<file path="src/rtl/nest_irq_pkg.sv">
// Shared sizes for the nested interrupt controller.
// Assumes sixteen sources split into two halves of eight.
package nest_irq_pkg;
    localparam int NSRC   = 16;
    localparam int DW     = 8;
    localparam int AW     = 3;
    localparam int NLVL   = 4;
    localparam int LW     = $clog2(NLVL);
    localparam int IW     = $clog2(NSRC);
    localparam int NREG   = 6;
    localparam int GE_BIT = 7;
endpackage

</file>
<file path="src/rtl/irq_cfg_regs.sv">
// Software register file: two enable, two level-low, two level-high registers.
// Produces the gated per-source enable vector and the flattened per-source level.
// Assumes NSRC == 2*DW; the global gate sits at bit GE_BIT of register 0.
module irq_cfg_regs
    import nest_irq_pkg::*;
#(
    parameter int P_NSRC = NSRC,
    parameter int P_DW   = DW,
    parameter int P_AW   = AW,
    parameter int P_LW   = LW
) (
    input  logic                     clk,
    input  logic                     rst_n,
    input  logic                     we,
    input  logic [P_AW-1:0]          addr,
    input  logic [P_DW-1:0]          wdata,
    output logic [P_DW-1:0]          rdata,
    output logic                     glob_en,
    output logic [P_NSRC-1:0]        src_en,
    output logic [P_NSRC*P_LW-1:0]   src_lvl
);
    localparam int HALF = P_NSRC / 2;

    logic [P_DW-1:0] regs [NREG];

    // Register update on writes to a valid address.
    always_ff @(posedge clk) begin
        if (!rst_n) begin
            for (int k = 0; k < NREG; k++) regs[k] <= '0;
        end else if (we && (int'(addr) < NREG)) begin
            regs[addr] <= wdata;
        end
    end

    // Read mux; unused addresses return zero.
    always_comb begin
        rdata = '0;
        if (int'(addr) < NREG) rdata = regs[addr];
    end

    assign glob_en = regs[0][GE_BIT];

    // Per-source enable and level mapping.
    for (genvar i = 0; i < P_NSRC; i++) begin : g_src
        localparam int HF  = i / HALF;
        localparam int BIT = i % HALF;
        if (HF == 0 && BIT == GE_BIT) begin : g_dead
            assign src_en[i] = 1'b0;
        end else begin : g_live
            assign src_en[i] = regs[HF][BIT];
        end
        assign src_lvl[i*P_LW +: P_LW] = {regs[4+HF][BIT], regs[2+HF][BIT]};
    end


    unused_addr_write_chk: assert property (@(posedge clk) disable iff (!rst_n)
        (we && int'(addr) >= NREG) |=> (regs[0] == $past(regs[0]) && regs[5] == $past(regs[5])));
endmodule

</file>
<file path="src/rtl/irq_pick.sv">
// Arbiter: finds the highest-level pending source, lowest index on ties,
// and offers it only if it lies above the in-service ceiling.
// Assumes pend is already masked by the enables and the global gate.
module irq_pick
    import nest_irq_pkg::*;
#(
    parameter int P_NSRC = NSRC,
    parameter int P_LW   = LW,
    parameter int P_IW   = IW
) (
    input  logic                     clk,
    input  logic                     rst_n,
    input  logic [P_NSRC-1:0]        pend,
    input  logic [P_NSRC*P_LW-1:0]   src_lvl,
    input  logic                     svc_any,
    input  logic [P_LW-1:0]          svc_top,
    output logic                     valid,
    output logic [P_IW-1:0]          src,
    output logic [P_LW-1:0]          lvl
);
    logic             found;
    logic [P_IW-1:0]  best_i;
    logic [P_LW-1:0]  best_l;

    // Scan from the top index down so equal levels resolve to the lowest index.
    always_comb begin
        found  = 1'b0;
        best_i = '0;
        best_l = '0;
        for (int i = P_NSRC - 1; i >= 0; i--) begin
            if (pend[i] && (!found || src_lvl[i*P_LW +: P_LW] >= best_l)) begin
                found  = 1'b1;
                best_i = P_IW'(i);
                best_l = src_lvl[i*P_LW +: P_LW];
            end
        end
    end

    // Gate the winner against the in-service ceiling.
    always_comb begin
        valid = found && (!svc_any || best_l > svc_top);
        src   = valid ? best_i : '0;
        lvl   = valid ? best_l : '0;
    end


    offer_is_pending_chk: assert property (@(posedge clk) disable iff (!rst_n)
        valid |-> pend[src]);

    preempt_strict_chk: assert property (@(posedge clk) disable iff (!rst_n)
        (valid && svc_any) |-> (lvl > svc_top));

    idle_outputs_zero_chk: assert property (@(posedge clk) disable iff (!rst_n)
        !valid |-> (src == '0 && lvl == '0));
endmodule

</file>
<file path="src/rtl/irq_svc_track.sv">
// In-service tracker: one bit per level; a grant sets its level's bit,
// a return clears the highest set bit (applied before the grant).
// Assumes grant is only raised for an offered request.
module irq_svc_track
    import nest_irq_pkg::*;
#(
    parameter int P_NLVL = NLVL,
    parameter int P_LW   = LW
) (
    input  logic               clk,
    input  logic               rst_n,
    input  logic               grant,
    input  logic [P_LW-1:0]    grant_lvl,
    input  logic               retire,
    output logic [P_NLVL-1:0]  active,
    output logic               any,
    output logic [P_LW-1:0]    top
);
    logic [P_NLVL-1:0] top_hot;
    logic [P_NLVL-1:0] set_hot;

    // Highest active level and its one-hot mask.
    always_comb begin
        top     = '0;
        top_hot = '0;
        for (int l = 0; l < P_NLVL; l++) begin
            if (active[l]) begin
                top     = P_LW'(l);
                top_hot = P_NLVL'(1) << l;
            end
        end
        set_hot = grant ? (P_NLVL'(1) << grant_lvl) : '0;
    end

    assign any = |active;

    // Clear the retired level first, then set the granted one.
    always_ff @(posedge clk) begin
        if (!rst_n) active <= '0;
        else        active <= (retire ? (active & ~top_hot) : active) | set_hot;
    end


    grant_sets_bit_chk: assert property (@(posedge clk) disable iff (!rst_n)
        grant |=> active[$past(grant_lvl)]);

    retire_empty_chk: assert property (@(posedge clk) disable iff (!rst_n)
        (retire && !grant && active == '0) |=> active == '0);

    retire_drops_one_chk: assert property (@(posedge clk) disable iff (!rst_n)
        (retire && !grant && active != '0) |=> $countones(active) == $countones($past(active)) - 1);
endmodule

</file>
<file path="src/rtl/nest_irq_ctrl.sv">
// Top of the four-level nested interrupt controller.
// Joins the register file, the arbiter and the in-service tracker.
// Assumes the core acknowledges only while irq_valid is high (others are ignored).
module nest_irq_ctrl
    import nest_irq_pkg::*;
(
    input  logic              clk,
    input  logic              rst_n,
    input  logic              reg_we,
    input  logic [AW-1:0]     reg_addr,
    input  logic [DW-1:0]     reg_wdata,
    output logic [DW-1:0]     reg_rdata,
    input  logic [NSRC-1:0]   irq_req,
    input  logic              irq_ack,
    input  logic              irq_ret,
    output logic              irq_valid,
    output logic [IW-1:0]     irq_src,
    output logic [LW-1:0]     irq_lvl,
    output logic [NLVL-1:0]   active_lvls
);
    logic                  glob_en;
    logic [NSRC-1:0]       src_en;
    logic [NSRC*LW-1:0]    src_lvl;
    logic [NSRC-1:0]       pend;
    logic                  svc_any;
    logic [LW-1:0]         svc_top;
    logic                  grant;

    irq_cfg_regs u_regs (
        .clk     (clk),
        .rst_n   (rst_n),
        .we      (reg_we),
        .addr    (reg_addr),
        .wdata   (reg_wdata),
        .rdata   (reg_rdata),
        .glob_en (glob_en),
        .src_en  (src_en),
        .src_lvl (src_lvl)
    );

    // Mask requests with per-source enables and the global gate.
    always_comb pend = glob_en ? (irq_req & src_en) : '0;

    irq_pick u_pick (
        .clk     (clk),
        .rst_n   (rst_n),
        .pend    (pend),
        .src_lvl (src_lvl),
        .svc_any (svc_any),
        .svc_top (svc_top),
        .valid   (irq_valid),
        .src     (irq_src),
        .lvl     (irq_lvl)
    );

    // Only an acknowledge of a live offer counts as a grant.
    always_comb grant = irq_ack && irq_valid;

    irq_svc_track u_svc (
        .clk       (clk),
        .rst_n     (rst_n),
        .grant     (grant),
        .grant_lvl (irq_lvl),
        .retire    (irq_ret),
        .active    (active_lvls),
        .any       (svc_any),
        .top       (svc_top)
    );


    global_gate_chk: assert property (@(posedge clk) disable iff (!rst_n)
        !reg_rdata_ge_q |-> !irq_valid);

    top_level_blocks_chk: assert property (@(posedge clk) disable iff (!rst_n)
        active_lvls[NLVL-1] |-> !irq_valid);

    line7_never_chk: assert property (@(posedge clk) disable iff (!rst_n)
        irq_valid |-> (irq_src != IW'(GE_BIT)));

    logic reg_rdata_ge_q;
    assign reg_rdata_ge_q = glob_en;
endmodule

</file>
<file path="config.mk">
export PLATFORM = sky130hd
export DESIGN_NAME = nest_irq_ctrl
export DESIGN_NICKNAME = d
export VERILOG_FILES = /design/src/rtl/nest_irq_pkg.sv /design/src/rtl/irq_cfg_regs.sv /design/src/rtl/irq_pick.sv /design/src/rtl/irq_svc_track.sv /design/src/rtl/nest_irq_ctrl.sv
export SDC_FILE = /design/constraint.sdc
export NUM_CORES = 1
export LEC_CHECK = 0
export BUFFER_PORTS_ARGS = -buffer_cell sky130_fd_sc_hd__buf_4
export CAP_MARGIN = 0
export CORE_MARGIN = 5
export CORE_UTILIZATION = 63
export DETAILED_ROUTE_END_ITERATION = 6
export PLACE_DENSITY = 0.82
export SLEW_MARGIN = 40
export SYNTH_ARGS = -nofsm -noshare
export SYNTH_HDL_FRONTEND = slang
export SYNTH_SLANG_ARGS = --single-unit
</file>
<file path="constraint.sdc">
create_clock -name clk -period 73.9 [get_ports clk]
set_input_delay 14.78 -clock clk [delete_from_list [all_inputs] [get_ports clk]]
set_output_delay 14.78 -clock clk [all_outputs]
set_load 0.005 [all_outputs]
</file>
==> results of run 1 <==
## power breakdown
group	switching [W]	total (W)	internal, W
Combinational	0.0000156	0.0000287	0.0000131
Sequential	0.00000255	0.0000367	0.0000342
Clock	0.00000917	0.0000158	0.00000663
Total	0.0000273	0.0000812	0.0000539
## how the worst max path moves through the flow
stage	endpoint	cells after the start	slack, ns
finish	irq_src[0]	98	23.35
CTS	irq_src[0]	99	23.32
global placement	irq_src[0]	99	24.02
global route	irq_src[3]	100	22.06
floorplan	irq_src[3]	98	26.26
detailed placement	irq_src[0]	99	23.38
## registers in the layout, summed over array words and instances, names as in the netlist
name and flops:
u_svc.active 4, u_regs.regs 48
## synth_stat cells, types with 3 or more instances
cell       n
a21o_1     5
ha_1      23
and3_1    13
a22oi_1    4
a211oi_1   3
a21oi_1   17
nor3_1     7
inv_1     32
edfxtp_1  48
o211ai_1   4
and2_1     5
nor2_1    62
clkbuf_1  10
nand4_1    9
mux4_2     7
or3_1      3
nand3_1   16
a211o_1    6
nand2b_1  15
nand2_1   46
o31ai_1    3
a31oi_1    3
mux2i_1   11
o21ai_0   21
dfxtp_1    4
nor2b_1    4
## final cells by class
class / instances / area (µm²)
clock buffers: 5 / 68.82
repair buffers: 54 / 404.1
fillers: 496 / 1694
clock inverters: 3 / 17.52
flip-flops and latches: 52 / 1521
well taps: 77 / 96.34
multi-input cells: 351 / 2456
inverters: 34 / 127.6
## metal layers
metal,vias to the layer above,track usage
met1,1809,0.3781
li1,1803,-
met3,29,0.04545
met4,0,0.1027
met5,-,0
met2,212,0.4561
## cells by family (layout without fill, tap and decap cells)
kind of cell / count (synthesis) / after routing / share of synthesized area
and+or+nand+nor: 196 / 196 / 0.2335
AOI/OAI and AO/OA: 109 / 109 / 0.2045
muxes: 22 / 22 / 0.08175
buffers and inverters: 46 / 96 / 0.04163
DFF: 52 / 52 / 0.3668
adders and majority gates: 24 / 24 / 0.07180
## through the flow
step	power, W	utilization	setup WS [ns]	hold slack (ns)
after floorplan	0.00005485	-	26.26	0.5225
after global placement	0.00006389	0.7175	24.02	0.5258
after detailed placement	0.00006542	0.7190	23.38	0.5339
after CTS	0.00008078	0.7326	23.32	0.5469
after global routing	0.00008577	0.7347	22.06	0.5974
final	0.00008122	0.7347	23.35	0.5512
## tightest hold or removal path: stages (launching register included)
cell and delay (ns):
dfxtp_1 0.33, o211ai_1 0.09, o211ai_1 0.09
==> flow_summary.yaml, run 1 <==
timing:
  final-setup-viol-count: 0
  rsz0062_at_grt: "no"
  maxSlewHeadroom: 0.4981
  fmax_ghz: 0.01978
  tightest_slew_ns: 0.7464
  hold_viol: 0
  finalCritPeriodShare: 0.6841
  finalCriticalPeriod_ns: 50.55
  maxSlewViolCount: 0
  finalSetupTns_ns: 0
  fin_worst_skew_ns: 0.01014
critical_path:
  crit_start: "irq_req[15]"
  crit_family: "compound AO/OA/AOI/OAI gates"
  critPathCaptureType: "output port"
  r2r_end: "u_svc.active[1]"
  cpMostUsedCell: "ha_1"
  r2r_start: "u_regs.regs[0][7]"
  crit_buf_inv: 5
  cpPeakStageDelay_ns: 0.64
  cp.required_ns: 59.12
  reg2reg_slack_ns: 51.84
  crit_path_start_kind: "primary input"
  path_max_fanout: 11
  r2r_cells: 99
  slowest_stage: "o31ai_1"
  arrival_ns: 35.77
  crit_type: "in2out"
route:
  vias: 3853
  ant_nets: 0
  wl_met2_um: 5610
  wl_met1_um: 4775
  drt_wl_total_um: 11730
  drtIter0Drc: 293
  dr.max_layer_used: "met4"
  wl_per_cell_um: 20.36
  firstDrtPassIters: 5
  route.met3.wl_um: 1012
  viasPerCell: 6.689
  drcViolationCount: 0
grt:
  grt_overflow: 0
  track_usage: 0.2801
  grt_max_degree: 29
  antenna_found_initial: 0
  grt_pass1_vias: 3708
  grt_pass1_wl_um: 18730
die:
  core_um2: 6386
  pin_count: 51
  die_h_um: 91.14
  fp.dieW_um: 91.14
  initial_core_util: 0.6495
  fp-row-count: 29
  fp.dieArea_um2: 8307
clock_network:
  cts_tree: "yes"
  cts_root_buffer: "clkbuf_8"
  cts_buffers: 5
  cts.hold.buffers_added: 0
  cts.sinks: 52
  post-cts-setup-buffers: 0
  clk-insertion-delay-late_ns: 0.31
  clk_pin_slew_ns: 0.09
  cts_resized: 0
  cts_buffer_depth: 2
  htree_levels: 2
power:
  leakagePower_nw: 1.983
  power_density_nw_per_um2: 17.31
  peakVddDrop_mv: 0.02171
placement:
  gp_congestion: 0.9190
  dpl_cell_area_um2: 4592
  port_buffers: 49
  hpwl_um: 9446
  place_inst: 567
logic_synthesis:
  synthDistinctLibCells: 78
  synth_top_cell_by_area: "edfxtp_1"
  yosys-top-cells-area: "edfxtp_1 35%, ha_1 6.9%, nor2_1 5.6%, nand2_1 4.2%, mux4_2 3.8%"
  synth_cells: 449
  synth_edf_count: 48
  synth-main-ff-cell: "edfxtp_1"
  avgSynthCellArea_um2: 9.238
  synth_seq_cells: 52
  synth.net_count: 504
  ys_seq_area_frac: 0.3668
  synth_largest_type_area_fraction: 0.3475
  synth_area_um2: 4148
  yosysWarnings: 0
  synthArstFlopShare: 0
finish:
  num_antenna_cells: 0
  stdcell_count: 576
  design_area_um2: 4692
  final_nets: 553
  layout_commonest_cell: "nor2_1"
  final_cell_mix: "61 x nor2_1, 51 x buf_4, 48 x edfxtp_1, 46 x nand2_1, 32 x inv_1"
  synthToLayoutAreaGrowth_pct: 13.12
  layout-drive-gt1-share: 0.1864
worst_hold_path:
  whs_path_depth: 2
  min_to: "u_svc.active[0]"
  hp-class: "reg2reg"
  hp-start: "u_svc.active[0]"
flow_run:
  maxCapViolCount: 0
outcome:
  status: "finished clean"
(Power assumes the default switching activity.)
==> run 2, diff against run 1 <==
--- a/config.mk
+++ b/config.mk
@@ -8,9 +8,9 @@
 export BUFFER_PORTS_ARGS = -buffer_cell sky130_fd_sc_hd__buf_4
 export CAP_MARGIN = 0
 export CORE_MARGIN = 5
-export CORE_UTILIZATION = 63
+export CORE_UTILIZATION = 59
 export DETAILED_ROUTE_END_ITERATION = 6
-export PLACE_DENSITY = 0.82
+export PLACE_DENSITY = 0.77
 export SLEW_MARGIN = 40
 export SYNTH_ARGS = -nofsm -noshare
 export SYNTH_HDL_FRONTEND = slang
==> constraint.sdc (replaced) <==
create_clock -name clk -period 51.2 [get_ports clk]
set_input_delay 10.24 -clock clk [delete_from_list [all_inputs] [get_ports clk]]
set_output_delay 10.24 -clock clk [all_outputs]
set_load 0.005 [all_outputs]
==> run 2 against run 1 <==
  * Register-to-register slack worse by 23 ns
  * Clock power is 47% higher
  * First-iteration DRC count is 15% lower
  * Critical path depth is 2 higher
  * Die area is 6.0% higher
  * Utilization is 4.5 points lower
  * Final cell count is 3.1% higher
  * Critical endpoint is now irq_src[3]
  * Largest power group unchanged
  * Highest routed layer unchanged
==> flow_summary.yaml, run 2 (synthesis gave the netlist of run 1 again) <==
outcome:
  status: "finished clean"
power:
  intPower_w: 0.00007803
  pwr-share-seq: 0.450
  comb_power_share: 0.354
  peakVddDrop_mv: 0.02816
  p_sw_frac: 0.3377
  p_sw_w: 0.00003979
  power_density_nw_per_um2: 25.02
  leakagePower_nw: 1.978
  power_frac_clock: 0.197
clock_network:
  htree_levels: 2
  cts_buffers: 5
  cts_buffer_depth: 2
  clk-insertion-delay-late_ns: 0.31
  clk_pin_slew_ns: 0.09
  cts_tree: "yes"
  cts_resized: 0
  post-cts-setup-buffers: 0
  cts_root_buffer: "clkbuf_8"
  cts.hold.buffers_added: 0
  cts.sinks: 52
critical_path:
  cpMostUsedCell: "ha_1"
  cp.required_ns: 40.96
  r2r_cells: 101
  critPathCaptureType: "output port"
  crit_start: "irq_req[15]"
  crit_type: "in2out"
  path_max_fanout: 11
  crit_end: "irq_src[3]"
  r2r_start: "u_regs.regs[0][7]"
  reg2reg_slack_ns: 29.24
  crit_path_start_kind: "primary input"
  r2r_end: "u_svc.active[1]"
  slowest_stage: "o31ai_1"
  arrival_ns: 31.19
  cpPeakStageDelay_ns: 0.63
grt:
  track_usage: 0.2765
  grt_pass1_wl_um: 18780
  antenna_found_initial: 0
  grt_max_degree: 29
  grt_overflow: 0
  grt_pass1_vias: 3635
timing:
  finalSetupTns_ns: 0
  worst_hold_slack_ns: 0.5584
  maxSlewHeadroom: 0.4667
  hold_viol: 0
  finalCritPeriodShare: 0.8092
  tightest_slew_ns: 0.7797
  rsz0062_at_grt: "no"
  fin_worst_skew_ns: 0.007750
  finalCriticalPeriod_ns: 41.43
  final-setup-viol-count: 0
  fmax_ghz: 0.02414
  fin_ws_ns: 9.767
  maxSlewViolCount: 0
route:
  ant_nets: 0
  drcViolationCount: 0
  viasPerCell: 6.478
  drt_wl_total_um: 12010
  vias: 3848
  firstDrtPassIters: 4
  wl_per_cell_um: 20.22
  drtIter0Drc: 248
worst_hold_path:
  hp-class: "reg2reg"
die:
  initial_core_util: 0.6071
  fp.dieArea_um2: 8807
  fp.dieW_um: 93.85
  die_h_um: 93.85
  pin_count: 51
  fp-row-count: 30
  core_um2: 6832
finish:
  largest_reg_flops: 48
  reg.largest.list: "u_regs.regs (48), u_svc.active (4)"
  layout-drive-gt1-share: 0.1847
  layout_commonest_cell: "nor2_1"
  final_util: 0.6894
  final_cell_mix: "61 x nor2_1, 53 x buf_4, 48 x edfxtp_1, 46 x nand2_1, 32 x inv_1"
  synthToLayoutAreaGrowth_pct: 13.54
  final_nets: 552
  stdcell_count: 594
  regMostFlops: "u_regs.regs"
  num_antenna_cells: 0
placement:
  hpwl_um: 9380
  gp_congestion: 0.9687
  place_inst: 586
  preCtsSetupSlack_ns: 9.786
  port_buffers: 49
flow_run:
  maxCapViolCount: 0
-- run 2: critical path: cells and delay by family --
family          cells  cell delay [ns]
buf+inv             5             0.47
mux                 4             1.15
simple gates       40             6.75
fa+ha+maj          16             4.52
compound gates     35             8.06
-- run 2: area by class of cell --
cell class                      instances  area (µm²)
Inverter                               34       127.6
Multi-Input combinational cell        351        2456
Tap cell                               96       120.1
Fill cell                             547        2122
Sequential cell                        52        1521
Clock buffer                            6       72.57
Timing Repair Buffer                   53       397.9
Clock inverter                          2       13.76
-- run 2: how the worst min path moves through the flow --
stage                          from              end  cells after the start
floorplan           u_svc.active[0]  u_svc.active[0]                      2
global placement    u_svc.active[0]  u_svc.active[0]                      2
detailed placement  u_svc.active[0]  u_svc.active[0]                      2
CTS                 u_svc.active[0]  u_svc.active[0]                      2
global route        u_svc.active[0]  u_svc.active[0]                      2
finish              u_svc.active[0]  u_svc.active[0]                      2
-- run 2: layer usage --
layer / up-vias / wire (µm) / track usage / part of all wire
met1: 1820 / 5044 / 0.3816 / 0.42
met5: - / 0 / 0 / 0
li1: 1791 / - / - / -
met4: 0 / 345 / 0.08785 / 0.029
met3: 24 / 985 / 0.03846 / 0.082
met2: 213 / 5633 / 0.4494 / 0.47
-- run 2: power groups by stage --
stage	sequential, W	combinational (W)	clock, W
6_report	0.0000530	0.0000417	0.0000232
5_1_grt	0.0000532	0.0000461	0.0000248
4_1_cts	0.0000528	0.0000414	0.0000231
3_5_place_dp	0.0000537	0.0000409	0
3_3_place_gp	0.0000536	0.0000394	0
2_1_floorplan	0.0000521	0.0000271	0
-- run 2: metrics by stage --
step | area, µm² | power, W
after CTS | 4707 | 0.0001172
after floorplan | 4148 | 0.00007916
after detailed placement | 4621 | 0.00009461
after global routing | 4710 | 0.0001241
after global placement | 4621 | 0.00009303
final | 4710 | 0.0001178
